## config.mk

```make
export PLATFORM = sky130hd
export DESIGN_NAME = dram_txn_seq
export DESIGN_NICKNAME = d
export VERILOG_FILES = /design/src/rtl/dseq_pkg.sv /design/src/rtl/dseq_down_cnt.sv /design/src/rtl/dseq_col_gen.sv /design/src/rtl/dram_txn_seq.sv
export SDC_FILE = /design/constraint.sdc
export NUM_CORES = 1
export LEC_CHECK = 0
export ABC_AREA = 1
export BUFFER_PORTS_ARGS = -buffer_cell sky130_fd_sc_hd__buf_2
export CORE_AREA = 2 2 84 78
export CTS_CLUSTER_DIAMETER = 100
export DETAILED_ROUTE_END_ITERATION = 6
export DIE_AREA = 0 0 86 80
export GPL_TIMING_DRIVEN = 0
export PLACE_DENSITY_LB_ADDON = 0.08
export SYNTH_ARGS = -nofsm -noshare
export SYNTH_HDL_FRONTEND = slang
export SYNTH_SLANG_ARGS = --single-unit
```

## constraint.sdc

```tcl
create_clock -name clk -period 3.6 [get_ports clk]
set_clock_uncertainty 0.05 [all_clocks]
set_input_delay 0.9 -clock clk [delete_from_list [all_inputs] [get_ports clk]]
set_output_delay 0.9 -clock clk [all_outputs]
set_load 0.01 [all_outputs]
```

## src/rtl/dseq_pkg.sv

```systemverilog
package dseq_pkg;

    typedef enum logic [3:0] {
        ST_IDLE,
        ST_OPEN,
        ST_WAIT_RC,
        ST_COLCMD,
        ST_WAIT_CL,
        ST_BURST,
        ST_HOLD_ROW,
        ST_CLOSE,
        ST_WAIT_PC,
        ST_FINISH,
        ST_REJECT
    } seq_state_e;

    function automatic int max4(input int a, input int b, input int c, input int d);
        int m;
        m = a;
        if (b > m) m = b;
        if (c > m) m = c;
        if (d > m) m = d;
        return m;
    endfunction

endpackage

```

## src/rtl/dseq_down_cnt.sv

```systemverilog
module dseq_down_cnt #(
    parameter int W = 4
) (
    input  logic         clk,
    input  logic         rst_n,
    input  logic         load,
    input  logic [W-1:0] load_val,
    output logic [W-1:0] cnt
);

    always_ff @(posedge clk or negedge rst_n) begin
        if (!rst_n) begin
            cnt <= '0;
        end else if (load) begin
            cnt <= load_val;
        end else if (cnt != '0) begin
            cnt <= cnt - 1'b1;
        end
    end

endmodule

```

## src/rtl/dseq_col_gen.sv

```systemverilog
module dseq_col_gen #(
    parameter int COL_W = 10,
    parameter int BL_W  = 8
) (
    input  logic             clk,
    input  logic             rst_n,
    input  logic             start,
    input  logic [COL_W-1:0] start_col,
    input  logic [BL_W-1:0]  start_len,
    input  logic             step,
    output logic [COL_W-1:0] col,
    output logic             last
);

    logic [BL_W-1:0] left_q;

    always_ff @(posedge clk or negedge rst_n) begin
        if (!rst_n) begin
            col    <= '0;
            left_q <= '0;
        end else if (start) begin
            col    <= start_col;
            left_q <= start_len;
        end else if (step) begin
            col    <= col + 1'b1;
            if (left_q != '0) begin
                left_q <= left_q - 1'b1;
            end
        end
    end

    assign last = (left_q == BL_W'(1));


    no_extra_beat_chk: assert property (@(posedge clk) disable iff (!rst_n)
        step |-> (left_q != '0));

endmodule

```

## src/rtl/dram_txn_seq.sv

```systemverilog
module dram_txn_seq
    import dseq_pkg::*;
#(
    parameter int ROW_W = 14,
    parameter int COL_W = 10,
    parameter int BL_W  = 8,
    parameter int T_RCD = 14,
    parameter int T_CL  = 14,
    parameter int T_RP  = 14,
    parameter int T_RAS = 34
) (
    input  logic             clk,
    input  logic             rst_n,
    input  logic             req_valid,
    output logic             req_ready,
    input  logic [ROW_W-1:0] req_row,
    input  logic [COL_W-1:0] req_col,
    input  logic             req_write,
    input  logic [BL_W-1:0]  req_len,
    output logic             cmd_act,
    output logic [ROW_W-1:0] cmd_row,
    output logic             cmd_cas,
    output logic             cmd_we,
    output logic [COL_W-1:0] cmd_col,
    output logic             cmd_pre,
    output logic             data_valid,
    output logic             data_wr,
    output logic             txn_done,
    output logic             txn_err
);

    localparam int MAXT  = max4(T_RCD, T_CL, T_RP, T_RAS);
    localparam int CNT_W = $clog2(MAXT + 1);
    localparam int AW    = $clog2(MAXT + 3) + 1;

    seq_state_e st_q, st_d;

    logic             accept;
    logic             reject;
    logic [ROW_W-1:0] row_q;
    logic             wr_q;
    logic             ph_load;
    logic [CNT_W-1:0] ph_val;
    logic [CNT_W-1:0] ph_cnt;
    logic             ras_load;
    logic [CNT_W-1:0] ras_cnt;
    logic             beat_last;
    logic [COL_W-1:0] col_cur;
    logic             ph_expiring;
    logic             ras_expiring;

    assign accept       = req_valid && req_ready && (req_len != '0);
    assign reject       = req_valid && req_ready && (req_len == '0);
    assign ph_expiring  = (ph_cnt <= CNT_W'(1));
    assign ras_expiring = (ras_cnt <= CNT_W'(1));

    dseq_down_cnt #(.W(CNT_W)) i_phase_cnt (
        .clk      (clk),
        .rst_n    (rst_n),
        .load     (ph_load),
        .load_val (ph_val),
        .cnt      (ph_cnt)
    );

    dseq_down_cnt #(.W(CNT_W)) i_ras_cnt (
        .clk      (clk),
        .rst_n    (rst_n),
        .load     (ras_load),
        .load_val (CNT_W'(T_RAS - 1)),
        .cnt      (ras_cnt)
    );

    dseq_col_gen #(.COL_W(COL_W), .BL_W(BL_W)) i_col_gen (
        .clk       (clk),
        .rst_n     (rst_n),
        .start     (accept),
        .start_col (req_col),
        .start_len (req_len),
        .step      (data_valid),
        .col       (col_cur),
        .last      (beat_last)
    );

    // State register
    always_ff @(posedge clk or negedge rst_n) begin
        if (!rst_n) begin
            st_q <= ST_IDLE;
        end else begin
            st_q <= st_d;
        end
    end

    always_ff @(posedge clk or negedge rst_n) begin
        if (!rst_n) begin
            row_q <= '0;
            wr_q  <= 1'b0;
        end else if (accept) begin
            row_q <= req_row;
            wr_q  <= req_write;
        end
    end

    // Next state and counter loads
    always_comb begin
        st_d     = st_q;
        ph_load  = 1'b0;
        ph_val   = '0;
        ras_load = 1'b0;
        unique case (st_q)
            ST_IDLE, ST_FINISH: begin
                if (accept)      st_d = ST_OPEN;
                else if (reject) st_d = ST_REJECT;
                else             st_d = ST_IDLE;
            end
            ST_OPEN: begin
                st_d     = ST_WAIT_RC;
                ph_load  = 1'b1;
                ph_val   = CNT_W'(T_RCD - 1);
                ras_load = 1'b1;
            end
            ST_WAIT_RC: begin
                if (ph_expiring) st_d = ST_COLCMD;
            end
            ST_COLCMD: begin
                st_d    = ST_WAIT_CL;
                ph_load = 1'b1;
                ph_val  = CNT_W'(T_CL - 1);
            end
            ST_WAIT_CL: begin
                if (ph_expiring) st_d = ST_BURST;
            end
            ST_BURST: begin
                if (beat_last) begin
                    st_d = ras_expiring ? ST_CLOSE : ST_HOLD_ROW;
                end
            end
            ST_HOLD_ROW: begin
                if (ras_expiring) st_d = ST_CLOSE;
            end
            ST_CLOSE: begin
                st_d    = ST_WAIT_PC;
                ph_load = 1'b1;
                ph_val  = CNT_W'(T_RP - 1);
            end
            ST_WAIT_PC: begin
                if (ph_expiring) st_d = ST_FINISH;
            end
            ST_REJECT: begin
                st_d = ST_IDLE;
            end
            default: st_d = ST_IDLE;
        endcase
    end

    // Outputs decoded from state
    always_comb begin
        req_ready  = 1'b0;
        cmd_act    = 1'b0;
        cmd_cas    = 1'b0;
        cmd_we     = 1'b0;
        cmd_pre    = 1'b0;
        data_valid = 1'b0;
        data_wr    = 1'b0;
        txn_done   = 1'b0;
        txn_err    = 1'b0;
        unique case (st_q)
            ST_IDLE:     req_ready = 1'b1;
            ST_OPEN:     cmd_act   = 1'b1;
            ST_WAIT_RC:  ;
            ST_COLCMD: begin
                cmd_cas = 1'b1;
                cmd_we  = wr_q;
            end
            ST_WAIT_CL:  ;
            ST_BURST: begin
                data_valid = 1'b1;
                data_wr    = wr_q;
            end
            ST_HOLD_ROW: ;
            ST_CLOSE:    cmd_pre = 1'b1;
            ST_WAIT_PC:  ;
            ST_FINISH: begin
                txn_done  = 1'b1;
                req_ready = 1'b1;
            end
            ST_REJECT:   txn_err = 1'b1;
            default:     ;
        endcase
    end

    assign cmd_row = row_q;
    assign cmd_col = col_cur;

    // Spacing monitors used only by the assertions below
    logic [AW-1:0] since_act, since_cas, since_pre;

    always_ff @(posedge clk or negedge rst_n) begin
        if (!rst_n) begin
            since_act <= '0;
            since_cas <= '0;
            since_pre <= '1;
        end else begin
            if (cmd_act)               since_act <= AW'(1);
            else if (since_act != '1)  since_act <= since_act + 1'b1;
            if (cmd_cas)               since_cas <= AW'(1);
            else if (since_cas != '1)  since_cas <= since_cas + 1'b1;
            if (cmd_pre)               since_pre <= AW'(1);
            else if (since_pre != '1)  since_pre <= since_pre + 1'b1;
        end
    end


    cas_spacing_chk: assert property (@(posedge clk) disable iff (!rst_n)
        cmd_cas |-> (since_act == AW'(T_RCD)));


    first_beat_chk: assert property (@(posedge clk) disable iff (!rst_n)
        (data_valid && !$past(data_valid)) |-> (since_cas == AW'(T_CL)));


    col_step_chk: assert property (@(posedge clk) disable iff (!rst_n)
        (data_valid && $past(data_valid)) |-> (cmd_col == $past(cmd_col) + 1'b1));


    pre_ras_chk: assert property (@(posedge clk) disable iff (!rst_n)
        cmd_pre |-> ((since_act >= AW'(T_RAS)) && !$past(cmd_pre)));


    act_after_pre_chk: assert property (@(posedge clk) disable iff (!rst_n)
        cmd_act |-> (since_pre > AW'(T_RP)));


    reject_chk: assert property (@(posedge clk) disable iff (!rst_n)
        (req_valid && req_ready && (req_len == '0)) |=> (txn_err && !cmd_act && !req_ready));


    busy_ignore_chk: assert property (@(posedge clk) disable iff (!rst_n)
        !req_ready |=> (!cmd_act && !txn_err));


    strobe_excl_chk: assert property (@(posedge clk) disable iff (!rst_n)
        $onehot0({cmd_act, cmd_cas, cmd_pre, data_valid}));

endmodule

```

==> flow_summary.toml <==
[synth]
yosys_register_bits = 49
synth_area_leaders = "dfrtp_1 43%, nand2_1 17%, nand3_1 7.8%"
synth_sequential_area_ratio_pct = 43.3
netlist_instances = 390
post_synth_fa_ha_maj_area_fraction_pct = 3.09
syn-num-nets = 433
synth_xor_area_share_pct = 2.47
synth_area_in_compound_gates_pct = 7.33
share_of_synthesized_cell_area_in_and_or_nand_and_nor_gates_pct = 34.6
synth.largest_area_cell = "dfrtp_1"
ys_warn_count = 0
synth_mux_area_share_pct = 0
netlist_area_um2 = 2830
synth_top_family_by_area = "simple AND/OR/NAND/NOR gates"
yosysTopAreaCellShare_pct = 43.3
synth.lib_cells_used.distinct = 30
post_synth.cell_area_avg_um2 = 7.27

[global_routing]
grt_overflow_total = 0
antenna_found_initial = 0
grt_usage_pct = 19.7
vias_in_the_first_global_route = 2443
grt_max_degree = 50
grt_first_pass_wirelength_mm = 10.8

[critical_path]
crit-reg2reg-capture = "i_col_gen.left_q[1]"
r2r.worst_path.cells = 6
crit_chain = "inv_1, nand2_1, nor2_2, buf_2, buf_2"
critical_path_destination = "data_valid"
worstPathRequired_ns = 2.65
critical_path.max_fanout = 10
arrival_ns = 1.54
rr_startpoint = "i_col_gen.left_q[0]"
cpMostUsedCell = "buf_2"
worst_setup_path_end_kind = "primary output"
crit_slowest_cell = "dfrtp_1"
critical_path_start = "st_q[3]"
cpPeakStageDelay_ns = 0.41
timing.critical_path.from_type = "flop"
worst-setup-path-type = "flop to primary output"
regToRegSetupSlack_ns = 1.83

[run]
cap_violations = 0

[clock_network]
cts-hold-fix-buffers = 0
clock_path_buffers = 2
post_cts_buffers = 0
clock_tree.root_cell = "clkbuf_8"
cts_inserted_buffers = 5
cts.sinks = 49
cts_max_level = 2
clock_insertion_delay_worst_skew_ns = 0.31
postCtsResizedCells = 0
worst_setup_hold_path_clk_slew_ns = 0.09
clock_tree_from_tritoncts = "done"

[floorplanning]
placementRows = 27
ioPinCount = 69
floorplan.die.width_um = 86
placeable_core_region_um2 = 5980
starting_density_of_the_core_pct = 47.4
die_y_um = 80
design.die.area_um2 = 6880

[sta]
timing.fmax_mhz = 401
worstMarginPinSlew_ns = 1.11
final.min_clock_period_ns = 2.49
period_share_pct = 69.2
setup_viol = 0
timing.final.hold_violations = 0
worst_max_slew_margin_expressed_relative_to_the_limit_pct = 26.3
final-max-slew-violation-count = 0
rsz0062_at_grt = "false"
totalNegativeSetupSlack_ns = 0

[placement]
globalplace.congestion = 0.841
io_buffers = 67
placed_cells_incl_taps = 529
dp_hpwl_mm = 4.70

[finish]
utilization_pct = 56.7
diode_count = 0
layout-drive-gt1-share_pct = 20.6
fillCellCount = 591
area_growth_syn_to_layout_pct = 19.7
final_cell_count_no_fill = 537
layout_common_cells = "125 x nand2_1, 71 x buf_2, 51 x inv_1, 49 x dfrtp_1, 44 x nand3_1"
layout.cells.most_common = "nand2_1"
layout.nets = 507

[drt]
route.detailed.wl_per_inst_um = 12.1
viasPerCell = 4.89
vias_post_dr = 2626
drt_pass1_iterations = 4
detail_route.iter0.violations = 130
post_route_drc = 0
routed_wl_mm = 6.49
route.antenna.remaining_nets = 0

[min_path]
hold_path.startpoint = "cmd_row[10]"
timing.hold.worst.class = "flop to flop"

[power]
p_leak_uw = 0.00194
ir_drop_worst_case_vdd_mv = 0.418
total_power_uw = 2920
pwr_density_cell_nw_per_um2 = 862

[run_status]
outcome = "finished, final reports clean"
==> synth_stat cells, drive strengths merged <==
master,instances
a21oi,8
and3,2
buf,7
clkbuf,1
dfrtp,49
ha,7
inv,55
nand2,126
nand3,45
nand3b,3
nand4,5
nor2,39
nor3,2
nor3b,2
o211ai,4
o21ai,21
o22ai,3
or2,3
xnor2,2
xor2,6
==> worst max-delay path: cells and delay by family, from the launching register on <==
kind / cells / cell delay (ns)
flip-flops: 1 / 0.41
AND/OR/NAND/NOR: 2 / 0.29
buffers and inverters: 3 / 0.54
==> registers in the layout, summed over array words and instances, names as in the netlist <==
signal,flops
i_col_gen.left_q,8
cmd_row,14
i_phase_cnt.cnt,6
st_q,4
i_ras_cnt.cnt,6
wr_q,1
i_col_gen.col,10
==> per-stage QoR <==
step	hold slack, ns	worst slack, ns	area, um2
floorplan	0.407	1.69	2830
CTS	0.436	1.09	3390
detailed placement	0.411	1.29	3260
finish	0.429	1.11	3390
global placement	0.406	1.28	3260
global route	0.466	0.967	3390
==> cell families after synthesis <==
family,Yosys count
fa+ha+maj,7
xor+xnor,8
compound gates,36
flops,49
simple gates,227
buf+inv,63
==> cell type report <==
| type | instances | area, um2 | share of cell area (%) |
|---|---|---|---|
| Multi-Input combinational cell | 278 | 1350 | 39.6 |
| Sequential cell | 49 | 1230 | 36.1 |
| Timing Repair Buffer | 67 | 335 | 9.88 |
| Inverter | 55 | 209 | 6.16 |
| Tap cell | 72 | 90.1 | 2.65 |
| Clock buffer | 5 | 68.8 | 2.03 |
| Clock inverter | 3 | 65.1 | 1.92 |
| Buffer | 8 | 53.8 | 1.59 |
==> how the worst min path moves through the flow <==
stage	to	slack, ns	cells after the start
6_report	cmd_row[10]	0.43	2
5_1_grt	cmd_row[9]	0.47	2
3_5_place_dp	cmd_row[10]	0.41	2
4_1_cts	cmd_row[10]	0.44	2
3_3_place_gp	cmd_row[10]	0.41	2
2_1_floorplan	i_ras_cnt.cnt[2]	0.41	1
==> per-layer routing <==
layer | wire length [um] | up-vias | share of wire [%] | GRT usage, %
met5 | 0 | - | 0 | 0
met2 | 2820 | 72 | 44 | 31.5
met3 | 460 | 8 | 7.1 | 5.38
met4 | 61 | 0 | 0.94 | 4.60
met1 | 3140 | 1166 | 48 | 26.7
li1 | - | 1380 | - | -
==> report_power, final <==
part | total (uW) | leakage (uW) | internal [uW] | switching, uW
sequential | 1030 | 0.000604 | 814 | 213
combinational | 1430 | 0.00127 | 563 | 863
clock | 472 | 0.0000681 | 276 | 196
Power figures use the tool's default switching activity.
